--- src/rtl/dc_pkg.sv ---
package dc_pkg;
    localparam int unsigned ADDR_W  = 32;
    localparam int unsigned WORD_W  = 32;
    localparam int unsigned OFS_W   = 2;
    localparam int unsigned WADDR_W = ADDR_W - OFS_W;

    typedef logic [ADDR_W-1:0]  addr_t;
    typedef logic [WORD_W-1:0]  word_t;
    typedef logic [WADDR_W-1:0] waddr_t;

    typedef enum logic {
        OP_LOAD  = 1'b0,
        OP_STORE = 1'b1
    } op_e;

    // One parked store: word address, data and a valid flag.
    typedef struct packed {
        logic   valid;
        waddr_t waddr;
        word_t  data;
    } sq_entry_t;

    function automatic waddr_t word_of(addr_t a);
        return a[ADDR_W-1:OFS_W];
    endfunction
endpackage

--- src/rtl/dc_tag_array.sv ---
module dc_tag_array
    import dc_pkg::*;
#(
    parameter int unsigned IDX_W = 4,
    parameter int unsigned TAG_W = WADDR_W - IDX_W
) (
    input  logic             clk,
    input  logic             rst,
    input  logic [IDX_W-1:0] ra_idx,
    output logic             ra_valid,
    output logic [TAG_W-1:0] ra_tag,
    input  logic [IDX_W-1:0] rb_idx,
    output logic             rb_valid,
    output logic [TAG_W-1:0] rb_tag,
    input  logic             we,
    input  logic [IDX_W-1:0] w_idx,
    input  logic [TAG_W-1:0] w_tag
);
    localparam int unsigned LINES = 1 << IDX_W;

    logic [LINES-1:0] line_v;
    logic [TAG_W-1:0] line_t [LINES];

    for (genvar g = 0; g < LINES; g++) begin : g_line
        logic             v_q;
        logic [TAG_W-1:0] t_q;
        logic             sel;

        assign sel = we && (w_idx == IDX_W'(g));

        always_ff @(posedge clk) begin
            if (rst) begin
                v_q <= 1'b0;
            end else if (sel) begin
                v_q <= 1'b1;
            end
        end

        always_ff @(posedge clk) begin
            if (sel) begin
                t_q <= w_tag;
            end
        end

        assign line_v[g] = v_q;
        assign line_t[g] = t_q;
    end

    // Port A serves the access, port B checks the parked store's line.
    assign ra_valid = line_v[ra_idx];
    assign ra_tag   = line_t[ra_idx];
    assign rb_valid = line_v[rb_idx];
    assign rb_tag   = line_t[rb_idx];
endmodule

--- src/rtl/dc_data_array.sv ---
module dc_data_array
    import dc_pkg::*;
#(
    parameter int unsigned IDX_W = 4
) (
    input  logic             clk,
    input  logic [IDX_W-1:0] rd_idx,
    output word_t            rd_word,
    input  logic             fill_we,
    input  logic [IDX_W-1:0] fill_idx,
    input  word_t            fill_word,
    input  logic             drain_we,
    input  logic [IDX_W-1:0] drain_idx,
    input  word_t            drain_word
);
    localparam int unsigned LINES = 1 << IDX_W;

    word_t line_d [LINES];

    for (genvar g = 0; g < LINES; g++) begin : g_line
        word_t d_q;
        logic  fill_sel;
        logic  drain_sel;

        assign fill_sel  = fill_we  && (fill_idx  == IDX_W'(g));
        assign drain_sel = drain_we && (drain_idx == IDX_W'(g));

        // A refill of the same line takes precedence over a drain.
        always_ff @(posedge clk) begin
            if (fill_sel) begin
                d_q <= fill_word;
            end else if (drain_sel) begin
                d_q <= drain_word;
            end
        end

        assign line_d[g] = d_q;
    end

    assign rd_word = line_d[rd_idx];
endmodule

--- src/rtl/dc_store_queue.sv ---
module dc_store_queue
    import dc_pkg::*;
(
    input  logic      clk,
    input  logic      rst,
    input  logic      capture,
    input  waddr_t    cap_waddr,
    input  word_t     cap_data,
    input  logic      cancel,
    input  waddr_t    probe_waddr,
    output sq_entry_t entry,
    output logic      drain_req,
    output logic      probe_match
);
    sq_entry_t entry_q;

    always_ff @(posedge clk) begin
        if (rst) begin
            entry_q <= '0;
        end else if (capture) begin
            entry_q.valid <= 1'b1;
            entry_q.waddr <= cap_waddr;
            entry_q.data  <= cap_data;
        end else if (cancel) begin
            entry_q.valid <= 1'b0;
        end
    end

    assign entry       = entry_q;
    assign drain_req   = capture && entry_q.valid && !cancel;
    assign probe_match = entry_q.valid && (entry_q.waddr == probe_waddr);
endmodule

--- src/rtl/dc_access_stage.sv ---
module dc_access_stage
    import dc_pkg::*;
#(
    parameter int unsigned IDX_W = 4
) (
    input  logic        clk,
    input  logic        rst,
    input  logic        acc_valid,
    input  logic        acc_store,
    input  logic [31:0] acc_addr,
    input  logic [31:0] acc_wdata,
    input  logic        exc_cancel,
    input  logic        fill_en,
    input  logic [31:0] fill_addr,
    input  logic [31:0] fill_data,
    output logic        hit,
    output logic        miss,
    output logic [31:0] ld_data
);
    localparam int unsigned TAG_W = WADDR_W - IDX_W;

    op_e              acc_op;
    waddr_t           acc_w;
    waddr_t           fill_w;
    logic [IDX_W-1:0] acc_idx;
    logic [TAG_W-1:0] acc_tag;
    logic [IDX_W-1:0] fill_idx;
    logic [TAG_W-1:0] fill_tag;

    assign acc_op   = op_e'(acc_store);
    assign acc_w    = word_of(acc_addr);
    assign fill_w   = word_of(fill_addr);
    assign acc_idx  = acc_w[IDX_W-1:0];
    assign acc_tag  = acc_w[WADDR_W-1 -: TAG_W];
    assign fill_idx = fill_w[IDX_W-1:0];
    assign fill_tag = fill_w[WADDR_W-1 -: TAG_W];

    sq_entry_t        sq_q;
    logic             sq_valid;
    waddr_t           sq_waddr;
    word_t            sq_data;
    logic [IDX_W-1:0] sq_idx;
    logic [TAG_W-1:0] sq_tag;

    assign sq_valid = sq_q.valid;
    assign sq_waddr = sq_q.waddr;
    assign sq_data  = sq_q.data;
    assign sq_idx   = sq_q.waddr[IDX_W-1:0];
    assign sq_tag   = sq_q.waddr[WADDR_W-1 -: TAG_W];

    logic             tag_valid;
    logic [TAG_W-1:0] tag_word;
    logic             dr_valid;
    logic [TAG_W-1:0] dr_tag;

    dc_tag_array #(.IDX_W(IDX_W), .TAG_W(TAG_W)) u_tags (
        .clk      (clk),
        .rst      (rst),
        .ra_idx   (acc_idx),
        .ra_valid (tag_valid),
        .ra_tag   (tag_word),
        .rb_idx   (sq_idx),
        .rb_valid (dr_valid),
        .rb_tag   (dr_tag),
        .we       (fill_en),
        .w_idx    (fill_idx),
        .w_tag    (fill_tag)
    );

    logic lookup_hit;
    logic store_hit;
    logic drain_req;
    logic drain_ok;
    logic fwd_match;

    assign lookup_hit = acc_valid && tag_valid && (tag_word == acc_tag);
    assign store_hit  = lookup_hit && (acc_op == OP_STORE);

    dc_store_queue u_sq (
        .clk         (clk),
        .rst         (rst),
        .capture     (store_hit),
        .cap_waddr   (acc_w),
        .cap_data    (acc_wdata),
        .cancel      (exc_cancel),
        .probe_waddr (acc_w),
        .entry       (sq_q),
        .drain_req   (drain_req),
        .probe_match (fwd_match)
    );

    // Drain only into a line that still holds the parked store's tag.
    assign drain_ok = drain_req && dr_valid && (dr_tag == sq_tag);

    word_t arr_word;

    dc_data_array #(.IDX_W(IDX_W)) u_data (
        .clk        (clk),
        .rd_idx     (acc_idx),
        .rd_word    (arr_word),
        .fill_we    (fill_en),
        .fill_idx   (fill_idx),
        .fill_word  (fill_data),
        .drain_we   (drain_ok),
        .drain_idx  (sq_idx),
        .drain_word (sq_data)
    );

    assign hit     = lookup_hit;
    assign miss    = acc_valid && !lookup_hit;
    assign ld_data = (acc_op == OP_LOAD && fwd_match) ? sq_data : arr_word;
endmodule

--- config.mk ---
export PLATFORM = sky130hd
export DESIGN_NAME = dc_access_stage
export DESIGN_NICKNAME = d
export VERILOG_FILES = /design/src/rtl/dc_pkg.sv /design/src/rtl/dc_tag_array.sv /design/src/rtl/dc_data_array.sv /design/src/rtl/dc_store_queue.sv /design/src/rtl/dc_access_stage.sv
export SDC_FILE = /design/constraint.sdc
export NUM_CORES = 2
export LEC_CHECK = 0
export ABC_AREA = 0
export BUFFER_PORTS_ARGS = -buffer_cell sky130_fd_sc_hd__buf_2
export CAP_MARGIN = 20
export CELL_PAD_IN_SITES_DETAIL_PLACEMENT = 1
export CELL_PAD_IN_SITES_GLOBAL_PLACEMENT = 1
export CORE_MARGIN = 2
export CORE_UTILIZATION = 48
export DETAILED_ROUTE_END_ITERATION = 10
export PLACE_DENSITY = 0.8
export SETUP_SLACK_MARGIN = 0.02
export SYNTH_ARGS = -nofsm -noshare
export SYNTH_HDL_FRONTEND = slang
export SYNTH_SLANG_ARGS = --single-unit
--- constraint.sdc ---
create_clock -name clk -period 6.8 [get_ports clk]
set_input_delay 1.02 -clock clk [delete_from_list [all_inputs] [get_ports clk]]
set_output_delay 1.02 -clock clk [all_outputs]
set_load 0.01 [all_outputs]
# [Word level (Yosys, flattened, before mapping)]
# Cells that the tools add are included.
[word_totals] in_bits=134 latch_bits=0 n_memories=0 mem_bits_ro=0 elab_cells=202 reg_bits=1007 out_inout_bits=34 ramBits=0
[classes] reduce_logical=63 multipliers=0 n_bitwise=3 div_mod_pow=0 order_cmp=4 shift=0 n_eq_ne=33 n_addsub=0 n_mux=48
[ops] op="2-to-1 mux 32 bit" n=35
[ops] op="binary-select mux 26 bit (select 4 bit)" n=2
[ops] op="binary-select mux 32 bit (select 4 bit)" n=1
[ops] op="2-to-1 mux 26 bit" n=4
[ops] op="equality test 4 bit (second input constant)" n=16
[ops] op="equality test 26 bit" n=2
[ops] op="logical AND 1 bit" n=42
[ops] op="nonzero test 2 bit" n=17
[ops] op="equality test 4 x 3 -> 1 bit (second input constant)" n=8
[ops] op="equality test 30 bit" n=1
[ops] op="equality test 4 x 2 -> 1 bit (second input constant)" n=4
[ops] op=">= comparator 5 bit (second input constant)" n=2
[ops] op="< comparator 4 x 5 -> 1 bit (second input constant)" n=2
[ops] op="inverter 4 -> 5 bit" n=2
[ops] op="binary-select mux 1 bit (select 4 bit)" n=2
[ops] op="equality test 4 x 1 -> 1 bit (second input constant)" n=2
[ops] op="logical NOT 4 bit" n=2
[ops] op="2-to-1 mux 1 bit" n=4
[ops] op="logical NOT 1 bit" n=2
[ops] op="inverter 1 bit" n=1

# [Depth between registers and ports, before layout]
[depth] word_depth=14 ltp_mapped=16 depth_no_buf=8

# [Modules after synthesis]
# A second synthesis with hierarchy kept.
[unflattened] cells_unflattened=2772 area_unflattened_um2=48809.3
[by_module_without_submodules] mod="dc_data_array" cells_per_inst=1461 n_inst=1 area_per_inst_um2=25654.6 seq_area_each_um2=15374.7
[by_module_without_submodules] mod="dc_tag_array" cells_per_inst=954 n_inst=1 area_per_inst_um2=19650.1 seq_area_each_um2=12812.3
[by_module_without_submodules] mod="dc_store_queue" cells_per_inst=245 n_inst=1 area_per_inst_um2=2527.4 seq_area_each_um2=1261.2
[by_module_without_submodules] mod="dc_access_stage" cells_per_inst=112 n_inst=1 area_per_inst_um2=977.2 seq_area_each_um2=0.0

# [Worst setup path before layout]
# Ideal clock, no wire load.
[synth_path] path_type="input port to flip-flop" startpoint="input port acc_addr[2]" endpoint="register u_data.g_line[0].d_q[0] (enable)" setup_slack_ns=0.314 required_ns=6.334 path_buffers=5 setup_time_ns=0.466 arrival_ns=6.021 cell_stages=13 cell_sequence="buf_6 buf_12 buf_6 buf_6 buf_4 mux4_2 a22oi_1 nand2_1 xor2_1 or4_1 a2111oi_4 nand4_1 o21ai_0"
[synth_via] elab_chain_cells=13 elab_cells_between_ends=16 cone_classes="1 x eq/ne; 5 x mux; 1 x bitwise; 9 x reduce/logical"
[synth_rtl] element="start: declaration" line="dc_access_stage.sv:10" text="input logic [31:0] acc_addr,"
[synth_rtl] element="inverter 4 -> 5 bit (not written as such)" line="dc_tag_array.sv:51" text="assign ra_tag = line_t[ra_idx];"
[synth_rtl] element="binary-select mux 26 bit (select 4 bit)" line="dc_tag_array.sv:51"
[synth_rtl] element="2-to-1 mux 26 bit (not written as such) (2 in series)" line="dc_tag_array.sv:51"
[synth_rtl] element="equality test 26 bit" line="dc_access_stage.sv:76" text="assign lookup_hit = acc_valid && tag_valid && (tag_word == acc_tag);"
[synth_rtl] element="logical AND 1 bit (*)" line="dc_access_stage.sv:76"
[synth_rtl] element="logical AND 1 bit (*)" line="dc_access_stage.sv:77" text="assign store_hit = lookup_hit && (acc_op == OP_STORE);"
[synth_rtl] element="logical AND 1 bit (*) (2 in series)" line="dc_store_queue.sv:30" text="assign drain_req = capture && entry_q.valid && !cancel;"
[synth_rtl] element="logical AND 1 bit (*) (2 in series)" line="dc_access_stage.sv:93" text="assign drain_ok = drain_req && dr_valid && (dr_tag == sq_tag);"
[synth_rtl] element="logical AND 1 bit (*)" line="dc_data_array.sv:26" text="assign drain_sel = drain_we && (drain_idx == IDX_W'(g));"
[synth_rtl] element="nonzero test 2 bit (no line) (*)"
[synth_rtl] element="end signal: assignment" line="dc_data_array.sv:31" text="d_q <= fill_word;"
[synth_rtl] element="end signal: assignment" line="dc_data_array.sv:33" text="d_q <= drain_word;"
[synth_rtl] element="end: declaration" line="dc_data_array.sv:21" text="word_t d_q;"
# Mark *: on every way between the ends. The rest lies on a longest branch, timed or not. The select of a mux whose other input is x is not followed.
# A chain may end at the register's enable or synchronous reset.

# [Final worst setup path]
[layout_path] startpoint="input port acc_addr[5]" endpoint="output port miss"
[layout_via] elab_chain_cells=8 elab_cells_between_ends=11 cone_classes="1 x eq/ne; 5 x mux; 1 x bitwise; 4 x reduce/logical"
[layout_rtl] element="inverter 4 -> 5 bit (not written as such)" line="dc_tag_array.sv:51"
[layout_rtl] element="binary-select mux 26 bit (select 4 bit)" line="dc_tag_array.sv:51"
[layout_rtl] element="2-to-1 mux 26 bit (not written as such) (2 in series)" line="dc_tag_array.sv:51"
[layout_rtl] element="equality test 26 bit" line="dc_access_stage.sv:76"
[layout_rtl] element="logical AND 1 bit (*)" line="dc_access_stage.sv:76"
[layout_rtl] element="logical NOT 1 bit (*)" line="dc_access_stage.sv:110" text="assign miss = acc_valid && !lookup_hit;"
[layout_rtl] element="logical AND 1 bit (*)" line="dc_access_stage.sv:110"
[layout_rtl] element="end: declaration" line="dc_access_stage.sv:17" text="output logic miss,"
# Marks and branches as above.

==> summary.md <==
| Metric | Value |
|---|---|
| Internal Power | `10.8 mW` |
| Worst slew margin | `0.221` |
| Unique masters post-synth | `slightly above 80` |
| Total wire length | `approximately 180 mm` |
| Top cells by area in the synthesized netlist | `edfxtp_1, mux4_2, mux2_2, nand2_1, dfxtp_1` |
| Final min period | `roughly 5700 ps` |
| Final GP Congestion | `between 1 and 1.5` |
| Clk sinks | `~1000` |
| Post-CTS Setup Bufs | `0` |
| Clk Latency, worst-skew pair | `720 ps` |
| Combinational share of power | `0.060` |
| RSZ-0062 raised after global routing | `no` |
| Hold EP | `u_tags.g_line[4].v_q` |
| Initial antenna violation count | `18` |
| R2R Path Start | `u_sq.entry[33]` |
| Final Hold Vio Count | `0` |
| Leak | `between 15 and 20 nW` |
| CTS tree | `done` |
| Period utilisation layout | `0.841` |
| Power Density | `246 nW/um2` |
| Synthesized area per cell | `between 10 and 15 um2` |
| DR iter-0 viols | `approximately 5000` |
| Core area | `approximately 110000 um2` |
| Final setup fails | `0` |
| Die W | `between 300 and 400 um` |
| Final Core Density | `0.541` |
| Ports | `between 150 and 200` |
| Via Count | `between 30000 and 40000` |
| CP peak stage delay | `between 600 and 700 ps` |
| Hold path depth | `2` |
| # rows | `between 100 and 150` |
| Vias in the first global route | `36200` |
| Via density | `between 6 and 7` |
| Status | `complete, no violations` |
| Most frequent cells after synthesis | `edfxtp_1, nand2_1, mux2_2` |
| Tot Pwr | `around 14 mW` |
| GRT Overall Usage | `0.326` |
| CP Class | `in2out` |
| Worst path slowest cell | `buf_2` |
| CP cell instances | `buf_2, buf_4, nor2_1, a22o_1, a221oi_1, xor2_1, nand4_1, nand4bb_4, nor4b_1, buf_4, nor2_1, buf_2` |
| Die Ht | `about 330 um` |
| Cells after Synth | `around 3500` |
| Fraction of layout cells with a size suffix above 1 | `0.328` |
| Wire length per cell | `approximately 35 um` |
| Pin count of the biggest net entering global routing | `81` |
| Sw power | `around 3.2 mW` |
| Post-synthesis sequential area ratio | `0.580` |
| Switching share of power | `0.226` |
| Drt first pass iters | `6` |
| Worst-path clk slew | `about 60 ps` |
| H-tree depth | `3` |
| # nets final | `~3700` |
| Primary FF master, synth | `edfxtp_1` |
| Post-CTS resize count | `0` |
| Reg-to-reg critical path endpoint | `u_data.g_line[14].d_q[18]` |
| CP required | `between 5000 and 6000 ps` |
| CTS root buffer | `clkbuf_16` |
| Most instantiated library cell after synthesis | `edfxtp_1` |
| Synth async-reset ratio | `0` |
| Final worst slack | `about 1100 ps` |
| R2R depth | `11` |
| Total congestion overflow | `0` |
| Detail Route Antenna Nets | `0` |
| Post-synthesis cell area | `roughly 51000 um2` |
| Setup TNS | `0 ps` |
| Leading area contributor after synthesis | `edfxtp_1` |
| Setup Skew | `34.9 ps` |
| Drc violations | `0` |
| Synth-to-layout area growth | `11.9%` |
| Critical Path Start Type | `primary input` |
| Initial core utilization | `0.483` |
| Critical Path Sink Type | `primary output` |
| Slew Viols, Final | `0` |
| Global-route wire length before repair | `around 250 mm` |
| Worst slack at placement | `about 1200 ps` |
| R2r setup slk | `about 1200 ps` |
| Peak supply drop | `219 uV` |
| Critical Path AT | `between 4000 and 5000 ps` |
| Worst hold start | `u_tags.g_line[4].v_q` |
| Synth top area share | `0.549` |
| Flop pwr share | `0.492` |
| Fmax | `approximately 170 MHz` |
| Post-synth EDFFs | `roughly 930` |
| Worst slew pin tran | `1170 ps` |
| Max clock buf depth | `3` |
| Max-cap violations | `0` |
| Hold Buf Count CTS | `0` |
| Die area | `108000 um2` |
| Worst Hold Class | `reg2reg` |
| TritonCTS buffer count | `roughly 110` |
| Port Buffers | `approximately 160` |
| Syn Nets | `roughly 3600` |
| Yosys reg bits | `approximately 1000` |
| Yosys warnings | `0` |
| Critical Path Fanout Max | `30` |
| Clock share of power | `0.448` |
| Dpl hpwl | `between 100 and 150 mm` |
[cell families (layout without fill, tap and decap cells)]
group | after synthesis | after routing | synth area share
AO/OA/AOI/OAI | 304 | 304 | 0.0389
XOR/XNOR | 73 | 73 | 0.0126
buffers and inverters | 372 | 486 | 0.0337
flip-flops | 1007 | 1007 | 0.580
multiplexers | 836 | 836 | 0.255
other | 0 | 8 | 0
AND/OR/NAND/NOR | 909 | 909 | 0.0797
[placed cells by master, fill, tap and decap left out, drive strengths merged, types with 33 or more instances in the layout]
| cell type | instances |
|---|---|
| o21ai | 86 |
| edfxtp | 928 |
| xor2 | 33 |
| mux4 | 327 |
| clkbuf | 143 |
| xnor2 | 40 |
| clkinv | 37 |
| mux2i | 124 |
| nand4 | 95 |
| buf | 256 |
| mux2 | 385 |
| dfxtp | 79 |
| nor2 | 63 |
| a21oi | 77 |
| nand2 | 607 |
[area by class of cell]
class,instances,area [um2]
Tap cell,1391,1740
Fill cell,10000,48300
Multi-Input combinational cell,2122,19900
Clock buffer,143,2900
Clock inverter,59,788
Inverter,28,119
Timing Repair Buffer,256,1880
Antenna cell,8,20.0
Sequential cell,1007,29500
[power groups by stage]
| stage | registers, mW | clock network (mW) | logic, mW |
|---|---|---|---|
| final | 6.88 | 6.26 | 0.839 |
| after global placement | 6.99 | 0 | 0.790 |
| after CTS | 6.87 | 6.28 | 0.820 |
| after floorplan | 6.99 | 0 | 0.477 |
| after detailed placement | 7.00 | 0 | 0.811 |
| after global routing | 6.88 | 6.49 | 0.866 |
[critical path: cells and delay by family]
family                    cells  cell delay (ps)
buffers and inverters         4             1420
AOI/OAI and AO/OA             2              980
and+or+nand+nor               5              970
xor gates and xnor gates      1              260
[stage by stage]
stage                     cell area [um2]  instances  hold slack, ps
after global placement              53100       4802             443
final                               56800       5014             495
after floorplan                     50800       3501             433
after global routing                56800       5010             516
after CTS                           56800       5006             486
after detailed placement            53100       4804             467
[per-layer routing]
layer | global-route usage | vias to the layer above | wire length (um)
met5 | 0 | - | 61
met4 | 0.160 | 10 | 8670
met3 | 0.0696 | 557 | 19600
met2 | 0.516 | 2598 | 84400
met1 | 0.428 | 18100 | 64800
li1 | - | 13600 | -
[registers in the layout (all words and copies together), names as in the netlist]
name and cells:
u_data.g_line.d_q 512, u_sq.entry 63, u_tags.g_line.t_q 416, u_tags.g_line.v_q 16
[how the worst max path moves through the flow]
| stage | slack, ps | endpoint | startpoint | cells after the start |
|---|---|---|---|---|
| floorplan | 310 | u_data.g_line[0].d_q[0] | acc_addr[2] | 13 |
| global placement | 1290 | miss | acc_addr[3] | 11 |
| detailed placement | 1200 | u_sq.entry[46] | acc_addr[3] | 10 |
| CTS | 1200 | miss | acc_addr[5] | 12 |
| global route | 940 | miss | acc_addr[5] | 12 |
| finish | 1080 | miss | acc_addr[5] | 12 |
No activity file was read; power rests on OpenSTA's default activity.
